[src/rtl/sdiv_pkg.sv]
package sdiv_pkg;
  typedef enum logic [1:0] {
    ST_IDLE = 2'd0,
    ST_RUN  = 2'd1,
    ST_FIN  = 2'd2
  } sdiv_state_t;
endpackage

[src/rtl/sdiv_step.sv]
module sdiv_step #(
  parameter int W  = 12,
  parameter int RW = 2 * W + 1,
  parameter int JW = $clog2(W)
) (
  input  logic signed [RW-1:0] r_in,
  input  logic        [W-1:0]  dmag,
  input  logic        [JW-1:0] jpos,
  output logic signed [RW-1:0] r_out,
  output logic                 dig_pos
);
  logic [RW-1:0] shifted;

  assign shifted = {{(RW-W){1'b0}}, dmag} << jpos;
  assign dig_pos = ~r_in[RW-1];
  assign r_out   = dig_pos ? (r_in - $signed(shifted)) : (r_in + $signed(shifted));
endmodule

[src/rtl/sdiv_fix.sv]
module sdiv_fix #(
  parameter int W  = 12,
  parameter int RW = 2 * W + 1
) (
  input  logic signed [RW-1:0] r_in,
  input  logic        [W-1:0]  dmag,
  input  logic        [W-1:0]  pmask,
  input  logic        [W-1:0]  umask,
  input  logic                 a_pos,
  input  logic                 a_neg,
  input  logic                 b_neg,
  input  logic                 dz,
  output logic        [W-1:0]  q_out,
  output logic        [W-1:0]  r_out
);
  localparam int QW = W + 2;

  logic [QW-1:0] q_raw, q_cor, q_sgn;
  logic [RW-1:0] r_cor, d_ext;

  assign q_raw = {1'b0, pmask, 1'b0} - {2'b00, umask};
  assign d_ext = {{(RW-W){1'b0}}, dmag};

  always_comb begin
    q_cor = q_raw;
    r_cor = r_in;
    if (a_pos && r_in[RW-1]) begin
      r_cor = r_in + d_ext;
      q_cor = q_raw - QW'(1);
    end else if (a_neg && !r_in[RW-1] && (r_in != '0)) begin
      r_cor = r_in - d_ext;
      q_cor = q_raw + QW'(1);
    end
    q_sgn = b_neg ? (QW'(0) - q_cor) : q_cor;
    q_out = dz ? '0 : q_sgn[W-1:0];
    r_out = dz ? '0 : r_cor[W-1:0];
  end
endmodule

[src/rtl/sdiv_nr.sv]
module sdiv_nr #(
  parameter int W = 12
) (
  input  logic         clk,
  input  logic         rst,
  input  logic         start,
  input  logic [W-1:0] dividend,
  input  logic [W-1:0] divisor,
  output logic         busy,
  output logic         done,
  output logic [W-1:0] quotient,
  output logic [W-1:0] remainder,
  output logic         div_zero,
  output logic         overflow
);
  import sdiv_pkg::*;

  localparam int RW = 2 * W + 1;
  localparam int JW = $clog2(W);
  localparam logic [JW-1:0] JTOP = JW'(W - 1);
  localparam logic [W-1:0]  MOSTNEG = {1'b1, {(W-1){1'b0}}};

  sdiv_state_t        st;
  logic signed [RW-1:0] pr;
  logic [W-1:0]       dmag, pmask, umask;
  logic [JW-1:0]      jx;
  logic               a_pos, a_neg, b_neg, dz, ov;

  logic signed [RW-1:0] step_r;
  logic               step_pos;
  logic [W-1:0]       fix_q, fix_r;
  logic [W-1:0]       abs_div;

  assign abs_div = divisor[W-1] ? (W'(0) - divisor) : divisor;

  sdiv_step #(.W(W), .RW(RW), .JW(JW)) u_step (
    .r_in   (pr),
    .dmag   (dmag),
    .jpos   (jx),
    .r_out  (step_r),
    .dig_pos(step_pos)
  );

  sdiv_fix #(.W(W), .RW(RW)) u_fix (
    .r_in  (pr),
    .dmag  (dmag),
    .pmask (pmask),
    .umask (umask),
    .a_pos (a_pos),
    .a_neg (a_neg),
    .b_neg (b_neg),
    .dz    (dz),
    .q_out (fix_q),
    .r_out (fix_r)
  );

  always_ff @(posedge clk) begin
    if (rst) begin
      st        <= ST_IDLE;
      pr        <= '0;
      dmag      <= '0;
      pmask     <= '0;
      umask     <= '0;
      jx        <= '0;
      a_pos     <= 1'b0;
      a_neg     <= 1'b0;
      b_neg     <= 1'b0;
      dz        <= 1'b0;
      ov        <= 1'b0;
      busy      <= 1'b0;
      done      <= 1'b0;
      quotient  <= '0;
      remainder <= '0;
      div_zero  <= 1'b0;
      overflow  <= 1'b0;
    end else begin
      case (st)
        ST_IDLE: begin
          done <= 1'b0;
          if (start) begin
            pr    <= {{(RW-W){dividend[W-1]}}, dividend};
            dmag  <= abs_div;
            pmask <= '0;
            umask <= '0;
            jx    <= JTOP;
            a_neg <= dividend[W-1];
            a_pos <= !dividend[W-1] && (dividend != '0);
            b_neg <= divisor[W-1];
            dz    <= (divisor == '0);
            ov    <= (dividend == MOSTNEG) && (&divisor);
            busy  <= 1'b1;
            st    <= (divisor == '0) ? ST_FIN : ST_RUN;
          end
        end
        ST_RUN: begin
          if (pr == '0) begin
            st <= ST_FIN;
          end else begin
            pr        <= step_r;
            pmask[jx] <= step_pos;
            umask[jx] <= 1'b1;
            if (jx == '0) st <= ST_FIN;
            else          jx <= jx - JW'(1);
          end
        end
        ST_FIN: begin
          quotient  <= fix_q;
          remainder <= fix_r;
          div_zero  <= dz;
          overflow  <= ov;
          done      <= 1'b1;
          busy      <= 1'b0;
          st        <= ST_IDLE;
        end
        default: st <= ST_IDLE;
      endcase
    end
  end
endmodule

[config.mk]
export PLATFORM = sky130hd
export DESIGN_NAME = sdiv_nr
export DESIGN_NICKNAME = d
export VERILOG_FILES = /design/src/rtl/sdiv_pkg.sv /design/src/rtl/sdiv_step.sv /design/src/rtl/sdiv_fix.sv /design/src/rtl/sdiv_nr.sv
export SDC_FILE = /design/constraint.sdc
export NUM_CORES = 1
export LEC_CHECK = 0
export BUFFER_PORTS_ARGS = -buffer_cell sky130_fd_sc_hd__buf_2
export CAP_MARGIN = 20
export CORE_MARGIN = 3
export CORE_UTILIZATION = 60
export DETAILED_ROUTE_END_ITERATION = 8
export PLACE_DENSITY_LB_ADDON = 0.15
export SLEW_MARGIN = 20
export SYNTH_ARGS = -nofsm -noshare
export SYNTH_HDL_FRONTEND = slang
export SYNTH_SLANG_ARGS = --single-unit
export TNS_END_PERCENT = 100
[constraint.sdc]
create_clock -name clk -period 6.1 [get_ports clk]
set_input_delay 0.305 -clock clk [delete_from_list [all_inputs] [get_ports clk]]
set_output_delay 0.305 -clock clk [all_outputs]
set_load 0.1 [all_outputs]
After elaboration in Yosys (flattened, before gate mapping)
Index checks and enable logic that the tools add are counted.
W data, S select, Z words.

storage, ports and cells
  input bits = 27
  bits in read-only memories = 0
  memories kept = 0
  logic and storage cells = 93
  bits in latches = 0
  memory bits (writable) = 0
  register bits after elaboration = 100

cells by class
  div/mod/pow operators = 0
  add/subtract/negate cells = 10
  eq/ne operators = 7
  bitwise gates (word level) = 2
  reductions and logical operators = 22
  muxes and demuxes = 32
  shift operators = 1
  multiply operators = 0
  $lt $le $gt $ge = 2

operator list
  kind                     count
  $mux W12                 11
  $mux W25                 3
  $pmux W25 S2             1
  $pmux W12 S2             2
  $add A25 B25 Y25         1
  $logic_not A25 Y1        1
  $reduce_bool A25 Y1      1
  $shl A12 B4 Y25          1
  $sub A25 B25 Y25         1
  $sub A1 B12 Y12 const A  2
  $sub A12 B12 Y12         2
  $add A12 B1 Y12 const B  1
  $add A12 B12 Y12         1
  $bwmux W12               1
  $eq A12 B12 Y1 const B   1
  $logic_not A12 Y1        1
  $mux W4                  3
  $or A12 B12 Y12          1
  $reduce_and A12 Y1       1
  $reduce_bool A12 Y1      1
  $sub A12 B1 Y12 const B  1
  $mux W2                  4
  $pmux W4 S2              1
  $logic_and A1 B1 Y1      6
  19 further kinds         27

Depth between registers and ports, before layout
  depth after elaboration = 8
  mapped depth = 23
  mapped depth without buffers = 20

Modules after synthesis
From an unflattened synthesis, not the netlist that was laid out.

second synthesis, totals
  cells, all modules = 1285
  area, all modules = 9890.7 µm²

modules (own cells, without submodules)
  module     seq. area each (µm²)  times used  area each (µm²)  cells an instance
  sdiv_nr    2001.9                1           4643.2           550
  sdiv_fix   0.0                   1           2680.1           383
  sdiv_step  0.0                   1           2567.5           352

Least setup slack after synthesis
OpenSTA, ideal clock, no wires.

  path kind = reg-to-reg
  from = reg jx[0]
  to = reg pr[24]
  required time = 6029 ps
  cell stages (with the launch flop) = 22
  arrival = 4398 ps
  period minus slack after synthesis = 4468 ps
  path buffers = 2
  slack = 1632 ps
  cells stage by stage = dfxtp_1 -> buf_6 -> mux4_2 -> mux2_2 -> and2_4 -> nor4_4 -> and3_1 -> and3b_1 -> a21oi_1 -> xnor2_1 -> ha_1 -> clkbuf_1 -> a21o_1 -> a21o_1 -> a21oi_1 -> o21ai_0 -> o21ai_0 -> a21oi_1 -> or3_1 -> o21ai_0 -> xor2_1 -> o2bb2ai_1

on the way
  cells in the longest elaborated chain, start to end = 5
  elaborated cells between the ends (all ways) = 6

ends and longest elaborated chain
  what                                                  line             RTL
  start, declared                                       sdiv_nr.sv:26    logic [JW-1:0] jx;
  start signal, assigned                                sdiv_nr.sv:103   else jx <= jx - JW'(1);
  $shl A12 B4 Y25 (*)                                   sdiv_step.sv:14  assign shifted = {{(RW-W){1'b0}}, dmag} << jpos;
  $sub A25 B25 Y25 or $add A25 B25 Y25 (tied branches)  sdiv_step.sv:16  assign r_out = dig_pos ? (r_in - $signed(shifted)) : (r_in + $signed(shifted));
  $mux W25 (*)                                          sdiv_step.sv:16
  $mux W25 (*)                                          sdiv_nr.sv:96    if (pr == '0) begin
  $pmux W25 S2 (*)                                      sdiv_nr.sv:77    case (st)
  end signal, assigned                                  sdiv_nr.sv:81    pr <= {{(RW-W){dividend[W-1]}}, dividend};
  end signal, assigned                                  sdiv_nr.sv:99    pr <= step_r;
  end, declared                                         sdiv_nr.sv:24    logic signed [RW-1:0] pr;

Every way passes the cells marked *; elsewhere a longest branch is shown, timed or not. The select of a mux whose other input is x is not followed.
A chain may end at the register's enable or synchronous reset.

Worst setup path after layout
  from = reg jx[1]
  to = reg pr[24]

Same word-level chain as after synthesis.

==> reports/metrics.csv <==
metric,value,unit
height of the die,126,um
Max Slew Vio Count,0,
"most common cell after layout, fill and taps aside",nor2_1,
XOR/XNOR share of the synthesized area,8.20,%
drt first pass iters,6,
Final TNS setup,0,ns
layout cell share with drive strength beyond 1,10.7,%
cts hold-fix bufs,0,
Max-slew headroom,35.8,%
max_cap viols,0,
Clock Pin Slew Worst Setup and Hold Paths,0.07,ns
f_max,0.199,GHz
DR vias/cell,6.34,
Worst setup SP type,register,
"commonest non-fill, non-tap cells in the layout","nor2_1 (108), a21oi_1 (99), dfxtp_1 (99), nand2_1 (89), ha_1 (66)",
Min-Delay Path Class,in -> reg,
initial antenna violation count,0,
total global routing overflow,0,
CTS tree,built,
Crit. End Element,register,
pre-CTS setup slack,1.14,ns
NumNets Final,1227,
DRT iter0 DRCs,725,
"Top FF cell, synth",dfxtp_1,
total track usage,28.1,%
synth warn,0,
final period utilization,82.5,%
io pins,55,
wire length on met3,1620,um
via count,8332,
worst slew pin tran,0.964,ns
post-synthesis adder-cell area fraction,10.5,%
mux share of post-synthesis cell area,4.91,%
Synth Area in Simple Gates,21.3,%
RSZ-0062 raised after global routing,false,
largest net degree at the start of global routing,75,
Metal-1 WL,10100,um
PwrDens,337,nW/um^2
post-CTS setup buffers,0,
CP required,6.33,ns
clk root buf,clkbuf_16,
n_diodes,0,
"EDFF count, synth",0,
core area,14000,um^2
highest metal used,met4,
drt drc,0,
I/O Buffers,54,
total wire length,22500,um
Die ar.,15900,um^2
number of buffers created by CTS,9,
number of nets still failing antenna checks after routing,0,
Pleak,3.86,nW
Mean Syn Cell Area,7.77,um^2
Mapped Cells,1112,
drt wl/cell,17.1,um
Resized cells post-CTS,0,
number of synthesized register bits,99,
Initial Utilization,61.8,%
clk sink count,99,
number of global-route vias before repair,7742,
main combinational cell family by area after synthesis,compound AO/OA/AOI/OAI gates,
first-pass GRT wire length,37200,um
Reg2Reg Depth,17,
critical path class,reg -> reg,
synthesized area,8640,um^2
Max Clock Skew,0.00837,ns
post-DP HPWL,17000,um
syn_nets,1209,
area grow syn2layout,7.75,%
Tmin final,5.03,ns
ys async rst share,0,%
worst-skew pair later-pin latency,0.36,ns
hold path cells,3,
Compound-Gate Fraction of Synth Area,27.4,%
WP data arrival,5.26,ns
final hold violations,0,
"Seq/Total Area, Yosys",22.9,%
metal2 WL,10100,um
Setup-failing EPs final,0,
CTS HTree Levels,3,
FP Rows,43,
Clock Path Buffers,2,
Die X,126,um
Critical Path Fanout Max,20,
VDD IR max,254,uV
gpl congestion,0.958,
status,finished clean,
worst setup margin,1.07,ns
Netlist cell types,88,
==> logic make-up (layout without fill, tap and decap cells) <==
| kind of cell | after synthesis | after routing |
|---|---|---|
| XOR/XNOR | 80 | 80 |
| AO/OA/AOI/OAI | 350 | 350 |
| buffers and inverters | 107 | 130 |
| adder cells (fa/ha/maj) | 70 | 70 |
| flip-flops | 99 | 99 |
| AND/OR/NAND/NOR | 373 | 373 |
| multiplexers | 33 | 33 |
==> metrics by stage <==
| stage | std cells | cell area, um^2 | total power, mW | hold WS (ns) | util [%] |
|---|---|---|---|---|---|
| 4_1_cts | 1315 | 9310 | 3.12 | 0.210 | 66.6 |
| 5_1_grt | 1315 | 9310 | 3.37 | 0.232 | 66.6 |
| 3_3_place_gp | 1299 | 9010 | 2.51 | 0.431 | 64.4 |
| 3_5_place_dp | 1299 | 9010 | 2.52 | 0.437 | 64.4 |
| 2_1_floorplan | 1112 | 8640 | 2.19 | 0.436 | - |
| 6_report | 1315 | 9310 | 3.14 | 0.217 | 66.6 |
==> critical path: stages, from the launching register on <==
cell,delay [ns]
dfxtp_1,0.83
mux4_2,0.47
mux2_2,0.30
and2_4,0.17
nor4_4,0.29
and3_1,0.26
and3b_1,0.31
a21oi_1,0.12
xnor2_1,0.15
ha_1,0.42
nand4_1,0.16
a2111oi_0,0.43
o21ai_0,0.28
a21oi_1,0.23
or3_1,0.12
o21ai_0,0.08
xor2_1,0.15
o2bb2ai_1,0.12
==> report_power, final <==
group	total, mW	leakage, nW	internal (mW)	switching, mW
sequential	0.801	0.809	0.698	0.103
clock	0.593	0.141	0.323	0.270
combinational	1.74	2.91	0.719	1.02
==> sequential cells by signal, summed over array words and instances (netlist names), 2 cells and up <==
| name | flops |
|---|---|
| pr | 25 |
| dmag | 12 |
| quotient | 12 |
| remainder | 12 |
| umask | 12 |
| pmask | 11 |
| jx | 4 |
| st | 2 |
==> layout make-up <==
cell class | count | area, um^2
Fill cell | 1238 | 4680
Tap cell | 180 | 225
Inverter | 49 | 184
Clock buffer | 10 | 229
Timing Repair Buffer | 65 | 353
Sequential cell | 99 | 1980
Multi-Input combinational cell | 906 | 6260
Clock inverter | 6 | 73.8
==> synth_stat cells (all sizes together), types with 5 or more instances <==
cell,count,area share (%)
dfxtp,99,23
a22oi,5,0.43
mux2i,21,2.4
nand2,89,3.9
nor4,11,1.2
a311oi,12,1.3
nor3,40,2.3
a22o,19,1.9
o41ai,5,0.68
clkbuf,45,2.0
mux2,5,0.65
a21oi,102,6.0
nand3,26,1.5
xor2,32,3.2
buf,13,0.71
and2,10,0.75
ha,66,9.6
inv,49,2.1
o2bb2ai,5,0.51
a21boi,6,0.52
nand4,16,1.2
nand2b,17,1.2
o21bai,5,0.43
o21ai,60,3.5
o311ai,7,0.80
nor2b,13,0.97
nor2,110,4.8
a211oi,24,2.1
xnor2,48,5.0
mux4,7,1.8
o31ai,9,0.84
o21a,9,0.78
o211ai,10,0.87
a2111oi,5,0.51
or3,17,1.3
a21o,24,2.1
a31oi,12,0.87
==> path summary, 6_finish.rpt <==
| path | from | endpoint | slack (ns) |
|---|---|---|---|
| setup / recovery | jx[1] | pr[24] | 1.07 |
| hold / removal | divisor[0] | dmag[0] | 0.22 |
| setup reg to reg | jx[1] | pr[24] | 1.07 |
| hold reg to reg | remainder[6] | remainder[6] | 0.45 |
==> layer usage <==
layer	vias up	track usage [%]
li1	4129	-
met1	3837	37.0
met2	320	46.1
met3	46	4.62
met4	0	11.2
met5	-	0
No activity file was read; power rests on OpenSTA's default activity.
